[src/rtl/mrc_pkg.sv]
package mrc_pkg;
    typedef enum logic [2:0] {
        ST_IDLE,
        ST_ADDR,
        ST_STRB,
        ST_ACC,
        ST_END
    } rd_state_e;
endpackage

[src/rtl/mrc_seq.sv]
module mrc_seq
    import mrc_pkg::*;
#(
    parameter int ADDR_W = 20
) (
    input  logic              clk,
    input  logic              rst_n,
    input  logic              req,
    input  logic [ADDR_W-1:0] req_addr,
    input  logic              ready,
    output logic [ADDR_W-1:0] addr,
    output logic              ale,
    output logic              ad_oe,
    output logic              rd,
    output logic              cap_en
);
    typedef struct packed {
        rd_state_e         st;
        logic [ADDR_W-1:0] addr;
    } seq_t;

    seq_t cur_q, nxt_d;

    always_comb begin
        nxt_d = cur_q;
        unique case (cur_q.st)
            ST_IDLE: begin
                if (req) begin
                    nxt_d.st   = ST_ADDR;
                    nxt_d.addr = req_addr;
                end
            end
            ST_ADDR: nxt_d.st = ST_STRB;
            ST_STRB: nxt_d.st = ST_ACC;
            ST_ACC:  if (ready) nxt_d.st = ST_END;
            ST_END:  nxt_d.st = ST_IDLE;
            default: nxt_d.st = ST_IDLE;
        endcase
    end

    always_ff @(posedge clk or negedge rst_n) begin
        if (!rst_n) begin
            cur_q <= '{st: ST_IDLE, addr: '0};
        end else begin
            cur_q <= nxt_d;
        end
    end

    assign addr   = cur_q.addr;
    assign ale    = (cur_q.st == ST_ADDR);
    assign ad_oe  = (cur_q.st == ST_ADDR);
    assign rd     = (cur_q.st == ST_STRB) || (cur_q.st == ST_ACC);
    assign cap_en = (cur_q.st == ST_ACC) && ready;
endmodule

[src/rtl/mrc_capture.sv]
module mrc_capture #(
    parameter int DATA_W = 8
) (
    input  logic              clk,
    input  logic              rst_n,
    input  logic              cap_en,
    input  logic [DATA_W-1:0] din,
    output logic              done,
    output logic [DATA_W-1:0] dout
);
    typedef struct packed {
        logic              done;
        logic [DATA_W-1:0] data;
    } cap_t;

    cap_t cap_q, cap_d;

    always_comb begin
        cap_d      = cap_q;
        cap_d.done = cap_en;
        if (cap_en) begin
            cap_d.data = din;
        end
    end

    always_ff @(posedge clk or negedge rst_n) begin
        if (!rst_n) begin
            cap_q <= '0;
        end else begin
            cap_q <= cap_d;
        end
    end

    assign done = cap_q.done;
    assign dout = cap_q.data;
endmodule

[src/rtl/mux_read_ctrl.sv]
module mux_read_ctrl #(
    parameter int ADDR_W = 20,
    parameter int DATA_W = 8
) (
    input  logic                     clk,
    input  logic                     rst_n,
    input  logic                     req,
    input  logic [ADDR_W-1:0]        req_addr,
    output logic                     rsp_done,
    output logic [DATA_W-1:0]        rsp_data,
    output logic [ADDR_W-DATA_W-1:0] bus_addr_hi,
    output logic [DATA_W-1:0]        bus_ad_out,
    output logic                     bus_ad_oe,
    input  logic [DATA_W-1:0]        bus_ad_in,
    output logic                     bus_ale,
    output logic                     bus_rd,
    input  logic                     bus_ready
);
    localparam int HI_W = ADDR_W - DATA_W;

    logic [ADDR_W-1:0] addr_w;
    logic              cap_w;

    mrc_seq #(.ADDR_W(ADDR_W)) u_seq (
        .clk      (clk),
        .rst_n    (rst_n),
        .req      (req),
        .req_addr (req_addr),
        .ready    (bus_ready),
        .addr     (addr_w),
        .ale      (bus_ale),
        .ad_oe    (bus_ad_oe),
        .rd       (bus_rd),
        .cap_en   (cap_w)
    );

    mrc_capture #(.DATA_W(DATA_W)) u_cap (
        .clk    (clk),
        .rst_n  (rst_n),
        .cap_en (cap_w),
        .din    (bus_ad_in),
        .done   (rsp_done),
        .dout   (rsp_data)
    );

    assign bus_addr_hi = addr_w[ADDR_W-1 -: HI_W];
    assign bus_ad_out  = addr_w[DATA_W-1:0];
endmodule

[config.mk]
export PLATFORM = sky130hd
export DESIGN_NAME = mux_read_ctrl
export DESIGN_NICKNAME = d
export VERILOG_FILES = /design/src/rtl/mrc_pkg.sv /design/src/rtl/mrc_seq.sv /design/src/rtl/mrc_capture.sv /design/src/rtl/mux_read_ctrl.sv
export SDC_FILE = /design/constraint.sdc
export NUM_CORES = 1
export LEC_CHECK = 0
export BUFFER_PORTS_ARGS = -buffer_cell sky130_fd_sc_hd__buf_2
export CAP_MARGIN = 20
export CORE_MARGIN = 3
export CORE_UTILIZATION = 26
export CTS_CLUSTER_DIAMETER = 150
export DETAILED_ROUTE_END_ITERATION = 12
export PLACE_DENSITY = 0.54
export SLEW_MARGIN = 20
export SYNTH_ARGS = -nofsm -noshare
export SYNTH_HDL_FRONTEND = slang
export SYNTH_SLANG_ARGS = --single-unit
[constraint.sdc]
create_clock -name clk -period 1.85 [get_ports clk]
set_input_delay 0.185 -clock clk [delete_from_list [all_inputs] [get_ports clk]]
set_output_delay 0.185 -clock clk [all_outputs]
set_load 0.005 [all_outputs]
Yosys cells after proc, flatten, opt, wreduce, memory -nomap -nowiden
Cells that the tools add are included.
- bits in registers: 32
- input port bits: 32
- output and inout bits: 32
- word-level logic and storage cells: 17
- equality and inequality tests: 5
- multiplexer cells: 3
- reductions and logical operators: 5
- operators with widths (cell ; count):
    $mux W23 ; 1
    $pmux W3 S4 ; 1
    $eq A3 B2 Y1 const B ; 2
    $ne A2 B2 Y1 const B ; 2
    $reduce_and A2 Y1 ; 2
    $eq A3 B1 Y1 const B ; 1
    $logic_not A3 Y1 ; 1
    $mux W3 ; 1
    $logic_and A1 B1 Y1 ; 1
    $logic_or A1 B1 Y1 ; 1

Depth between registers and ports, before layout
Gate-level depths: netlist of the first run.
- word-level depth: 3
- depth in mapped cells: 3
- depth with buffers taken out: 2

By module
Synthesis of the first run repeated with hierarchy kept, for this count alone.
- cell total of the unflattened synthesis: 95
- area total of the unflattened synthesis: 1438.9 um^2
- by module, submodules not included (module ; instances ; cells each ; area each (um^2)):
    mrc_seq ; 1 ; 77 ; 1082.3
    mrc_capture ; 1 ; 18 ; 356.6

Worst setup path after synthesis of the first run
OpenSTA, ideal clock, no wires.
- kind: register to register
- start point: register u_seq.cur_q[22] (netlist name)
- end point: register u_seq.cur_q, in the netlist u_seq.addr[10]
- arrival: 1.252 ns
- required time: 1.725 ns
- path slack: 0.473 ns
- stages on the path, launching flop included: 4
- path buffers: 1
- clock period less this slack: 1.377 ns
- path through: dfrtp_1 > nor4b_4 > buf_6 > mux2_2
- cells in the longest elaborated chain, start to end: 2
- RTL lines (element ; RTL line ; source):
    start, declared ; mrc_seq.sv:22 ; seq_t cur_q, nxt_d;
    start signal, assigned ; mrc_seq.sv:43 ; cur_q <= '{st: ST_IDLE, addr: '0};
    start signal, assigned ; mrc_seq.sv:45 ; cur_q <= nxt_d;
    $logic_not A3 Y1 ; mrc_seq.sv:26 ; unique case (cur_q.st)
    $reduce_and A2 Y1 (no source line) ; n/a ;
No other way between the ends.
A chain may end at the register's enable or synchronous reset.

Worst setup path after layout of the first run
- start point: register u_seq.cur_q[22] (netlist name)
- end point: register u_seq.cur_q, in the netlist u_seq.addr[15]
The elaborated chain is that of the path after synthesis.

==> results of run 1 <==
-- placed cells by master (no fill, tap or decap) --
| master | instances |
|---|---|
| dfrtp_1 | 32 |
| and4b_2 | 1 |
| and2b_2 | 1 |
| buf_4 | 2 |
| a21bo_2 | 1 |
| clkbuf_8 | 6 |
| mux2_2 | 19 |
| a21oi_1 | 2 |
| nor3b_1 | 1 |
| and4b_1 | 1 |
| nor4b_4 | 1 |
| mux2_4 | 8 |
| buf_2 | 63 |
| nand2b_1 | 2 |
| mux2_1 | 1 |
| clkbuf_1 | 2 |
| dlygate4sd3_1 | 1 |
-- through the flow --
stage               setup slack [ns]   util  total power [W]
finish                         0.309  0.338          0.00287
global route                   0.249  0.338          0.00309
CTS                            0.298  0.338          0.00294
detailed placement             0.304  0.319          0.00238
global placement               0.354  0.319          0.00232
floorplan                      0.473      -          0.00220
-- cell families after synthesis --
logic type      after synthesis
buf+inv                      24
flops                        32
simple gates                  7
compound gates                3
mux                          28
-- timing repair --
| item | CTS | global route |
|---|---|---|
| endpoints found under the setup margin | 0 | 0 |
| endpoints found under the hold margin | 32 | 0 |
| hold buffers | 1 | 0 |
-- final timing paths --
path,end,slack [ns],depth (start not counted)
max in group asynchronous,u_seq.addr[8],0.90,2
hold reg to reg,u_seq.addr[12],0.50,1
setup / recovery,u_seq.addr[15],0.31,3
hold / removal,u_seq.addr[12],0.14,2
min in group asynchronous,u_seq.addr[13],0.50,2
setup reg to reg,u_seq.addr[15],0.31,3
-- state kept, by name, summed over array words and instances (netlist names) --
register and cells:
u_cap.dout 8, u_cap.done 1, u_seq.cur_q 3, u_seq.addr 20
-- power by group through the flow --
stage          clock [W]  sequential (W)  combinational (W)
2_1_floorplan          0         0.00124           0.000964
5_1_grt         0.000597         0.00131            0.00118
4_1_cts         0.000565         0.00126            0.00111
3_3_place_gp           0         0.00125            0.00107
6_report        0.000539         0.00125            0.00107
3_5_place_dp           0         0.00127            0.00111
-- area by class of cell --
cell class | instances | area [sq um]
multi-input combinational | 38 | 439
tap | 70 | 87.6
fill | 550 | 3450
timing repair buffer | 66 | 340
clock buffer | 8 | 90.1
sequential | 32 | 801
-- routing by layer --
layer  vias to the layer above  global-route usage  wire [microns]
li1                        397                   -               -
met1                       416              0.0951            1020
met2                        36               0.146            1350
met3                         2              0.0471             244
met4                         0              0.0253              15
met5                         -                   0               0
-- worst reg2reg max path: cells and delay by family, from the launching register on --
kind | cells | cell delay, ns
flip-flops | 1 | 0.45
multiplexers | 1 | 0.38
buffers and inverters | 1 | 0.31
AND/OR/NAND/NOR | 1 | 0.28
==> flow_metrics.env, run 1 <==
export IMPL_final_hold_viol_count=0
export IMPL_total_leakage_power_nw=0.865
export IMPL_clk_pin_slew_worst_paths_ns=0.06
export IMPL_firstDrtPassIters=2
export IMPL_core_area_sq_um=5200
export IMPL_syn_area_per_cell_sq_um=15.2
export IMPL_dominantRegCellSynth="dfrtp_1"
export IMPL_drcViolationCount=0
export IMPL_syn_to_final_growth_pct=22.8
export IMPL_synth_mux_area_frac=0.241
export IMPL_fin_crit_sh=0.833
export IMPL_pwr_share_clk=0.188
export IMPL_clk_path_buf_depth=2
export IMPL_drive_above_1_share=0.708
export IMPL_swShare=0.286
export IMPL_drtAntennaViolNets=0
export IMPL_post_cts_buffers=0
export IMPL_synth_xor_area_share=0
export IMPL_maxSlewHeadroom=0.532
export IMPL_syn_area_sq_um=1430
export IMPL_path_max_fanout=20
export IMPL_critical_path_top_delay_family="flip-flops"
export IMPL_crit_slowest_cell="dfrtp_1"
export IMPL_hp_start="req_addr[12]"
export IMPL_r2r_start="u_seq.cur_q[22]"
export IMPL_finalMaxSlewViolations=0
export IMPL_fin_nets=175
export IMPL_die_x_microns=80.2
export IMPL_netSwitchingPower_w=0.000819
export IMPL_crit_path_start_kind="flip-flop"
export IMPL_yosys_area_top_type_share=0.559
export IMPL_cp_data_arrival_time_ns=1.70
export IMPL_tritoncts="yes"
export IMPL_final_area_sq_um=1760
export IMPL_io_pins=64
export IMPL_finalWirelength_mm=2.63
export IMPL_grt_pass1_vias=953
export IMPL_floorplan_rows=26
export IMPL_synth_edff_count=0
export IMPL_internal_power_w=0.00205
export IMPL_ctsResizeCount=0
export IMPL_antenna_cells=0
export IMPL_synth_compound_area_frac=0.0140
export IMPL_critPathLaunch="u_seq.cur_q[22]"
export IMPL_grt_use_total=0.0872
export IMPL_synth_cell_type_count=14
export IMPL_worst_pin_slew_ns=0.703
export IMPL_setup_viol_count_final=0
export IMPL_ys_seq_area_frac=0.559
export IMPL_hold_ws_ns=0.137
export IMPL_wire_per_inst_microns=12.3
export IMPL_h_tree_depth=2
export IMPL_path_buf_inv=1
export IMPL_combPwrFrac=0.375
export IMPL_path_class="reg -> reg"
export IMPL_cts_root_buf="clkbuf_8"
export IMPL_grt_pass1_wl_mm=4.31
export IMPL_instances_no_fill=214
export IMPL_crit_required_ns=2.00
export IMPL_dieArea_sq_um=6430
export IMPL_ys_ff_latch=32
export IMPL_drt_iter0_markers=14
export IMPL_maxCapViolCount=0
export IMPL_syn_inst=94
export IMPL_vdd_drop_max_mv=0.634
export IMPL_max_freq_mhz=649
export IMPL_tns_ns=0
export IMPL_synthTopCellsByArea="dfrtp_1 56%, mux2_2 15%, buf_4 11%"
export IMPL_insertion_delay_ns=0.27
export IMPL_async_flop_share=1.00
export IMPL_status="complete, no violations"
export IMPL_rsz0062_at_grt="no"
export IMPL_finClkSkew_ns=0.00320
export IMPL_hold_class="in -> reg"
export IMPL_cp_slowest_stage_delay_ns=0.45
export IMPL_gp_congestion=0.659
export IMPL_numClockSinks=32
export IMPL_portBuffers=63
export IMPL_placed_cells=205
export IMPL_die_y_microns=80.2
export IMPL_grt_max_degree=33
export IMPL_route_vias_total=851
export IMPL_cp_cell_sequence="nor4b_4 > buf_4 > mux2_2"
export IMPL_critPathCaptureType="flip-flop"
export IMPL_syn_num_nets=126
export IMPL_yosysWarnings=0
export IMPL_antenna_found_initial=0
export IMPL_synth_top_family_by_area="multiplexers"
export IMPL_synthSimpleGateAreaFrac=0.0516
export IMPL_synthTopCellsByCount="32 x dfrtp_1, 21 x buf_4, 19 x mux2_2, 8 x mux2_4, 3 x buf_6"
export IMPL_p_per_area_nw_per_um2=1630
export IMPL_yosysTopAreaCell="dfrtp_1"
export IMPL_routed_via_density=3.98
export IMPL_gr_total_overflow=0
export IMPL_yosysMostFrequentCell="dfrtp_1"
export IMPL_synth_fa_ha_area_frac=0
export IMPL_period_needed_ns=1.54
export IMPL_placed_area_sq_um=1660
export IMPL_start_util=0.275
export IMPL_numCtsBuffers=5
export IMPL_p_seq_frac=0.437
No activity file was read; power rests on OpenSTA's default activity.
==> run 2, diff against run 1 <==
- PLACE_DENSITY: 0.54 -> 0.56
- clock period: 1.85 -> 1.25 ns (I/O delays scaled with it)
==> run 2 against run 1 <==
  * The run now ends with negative setup slack left
  * Combinational power grew 70%
  * Cell count increased by 2.8%
  * First-iteration DRC count fell by 29%
  * Clock-buffer cell count did not move
  * Via count rose by 5.2%
  * Worst setup slack got worse by 0.46 ns
  * Total power grew 55%
  * Highest routed layer unchanged
==> flow_metrics.env, run 2 (synthesis gave the netlist of run 1 again) <==
export IMPL_status="finished, violations left"
export IMPL_violations="negative setup slack"
export IMPL_insertion_delay_ns=0.27
export IMPL_post_dp_hpwl_mm=2.15
export IMPL_grt_pass1_wl_mm=4.55
export IMPL_numCtsBuffers=5
export IMPL_drcViolationCount=0
export IMPL_start_util=0.275
export IMPL_antenna_cells=0
export IMPL_crit_path_start_kind="flip-flop"
export IMPL_finalMaxSlewViolations=0
export IMPL_tns_ns=-3.64
export IMPL_setup_viol_count_final=31
export IMPL_finalWirelength_mm=2.76
export IMPL_layout_common_cells="63 x buf_2, 31 x dfrtp_1, 19 x mux2_2"
export IMPL_rsz0062_at_grt="yes"
export IMPL_drive_above_1_share=0.733
export IMPL_final_hold_viol_count=0
export IMPL_grt_pass1_vias=1003
export IMPL_io_pins=64
export IMPL_core_area_sq_um=5200
export IMPL_grt_max_degree=25
export IMPL_clk_path_buf_depth=2
export IMPL_maxCapViolCount=0
export IMPL_h_tree_depth=2
export IMPL_fin_crit_sh=1.12
export IMPL_die_y_microns=80.2
export IMPL_dieArea_sq_um=6430
export IMPL_syn_to_final_growth_pct=29.1
export IMPL_cts_root_buf="clkbuf_8"
export IMPL_route_vias_total=895
export IMPL_hold_class="in -> reg"
export IMPL_tritoncts="yes"
export IMPL_routed_via_density=4.07
export IMPL_numClockSinks=32
export IMPL_wire_per_inst_microns=12.5
export IMPL_total_leakage_power_nw=0.905
export IMPL_placed_area_sq_um=1720
export IMPL_dp_slack_ns=-0.154
export IMPL_floorplan_rows=26
export IMPL_firstDrtPassIters=4
export IMPL_clk_pin_slew_worst_paths_ns=0.06
export IMPL_hold_ws_ns=0.0680
export IMPL_portBuffers=63
export IMPL_largest_register_ffs=20
export IMPL_critPathCaptureType="flip-flop"
export IMPL_crit_required_ns=1.41
export IMPL_worst_pin_slew_ns=0.538
export IMPL_setup_slack_ns=-0.147
export IMPL_die_x_microns=80.2
export IMPL_gr_total_overflow=0
export IMPL_fin_nets=181
export IMPL_finClkSkew_ns=0.00388
export IMPL_gp_congestion=0.649
export IMPL_r2r_slack_ns=-0.15
export IMPL_drt_iter0_markers=10
export IMPL_antenna_found_initial=0
export IMPL_path_class="reg -> reg"
export IMPL_grt_use_total=0.0920
export IMPL_p_per_area_nw_per_um2=2410
export IMPL_maxSlewHeadroom=0.642
export IMPL_period_needed_ns=1.40
export IMPL_path_max_fanout=20
export IMPL_final_area_sq_um=1850
export IMPL_drtAntennaViolNets=0
export IMPL_vdd_drop_max_mv=0.927
export IMPL_max_freq_mhz=716
export IMPL_mostFrequentLayoutCell="buf_2"
export IMPL_cp_data_arrival_time_ns=1.55
## run 2: worst paths after layout
kind	start	endpoint	cells past startpoint
setup / recovery	u_seq.cur_q[20]	u_seq.addr[17]	3
hold / removal	req_addr[12]	u_seq.addr[12]	2
setup reg to reg	u_seq.cur_q[20]	u_seq.addr[17]	3
hold reg to reg	u_seq.addr[12]	u_seq.addr[12]	1
max in group asynchronous	rst_n	u_seq.addr[13]	3
min in group asynchronous	rst_n	u_cap.dout[6]	2
## run 2: stage by stage
stage	utilization	std cells	power, W
final	0.355	220	0.00445
after global routing	0.355	220	0.00480
after CTS	0.354	220	0.00452
after detailed placement	0.331	210	0.00365
after global placement	0.331	210	0.00355
after floorplan	-	94	0.00326
## run 2: area by class of cell
class,count,area [sq um]
fillers,533,3360
clock buffers,8,90.1
flip-flops and latches,32,802
repair buffers,72,418
well taps,70,87.6
multi-input cells,38,450
## run 2: layer usage
metal  vias to the layer above  track usage  share of wire
li1                        408            -              -
met4                         0       0.0253         0.0091
met5                         -            0              0
met2                        41        0.157           0.51
met1                       442        0.101           0.38
met3                         4       0.0448           0.10
## run 2: where the power goes
group | total [W] | switching [W] | internal [W]
clock network | 0.000792 | 0.000344 | 0.000448
registers | 0.00183 | 0.000273 | 0.00156
logic | 0.00182 | 0.000648 | 0.00118
## run 2: repair_timing
action                                 in CTS  in global routing
endpoints found under the hold margin      22                  0
hold buffers                                1                  0
setup endpoints to repair                  31                 31
setup buffers                               1                  0
pin swaps                                   2                  0
resized for setup                           3                  2
## run 2: critical path, stage by stage (launching register included)
cell	delay, ns
dfrtp_1	0.40
nor4b_4	0.32
buf_12	0.20
mux2_2	0.35
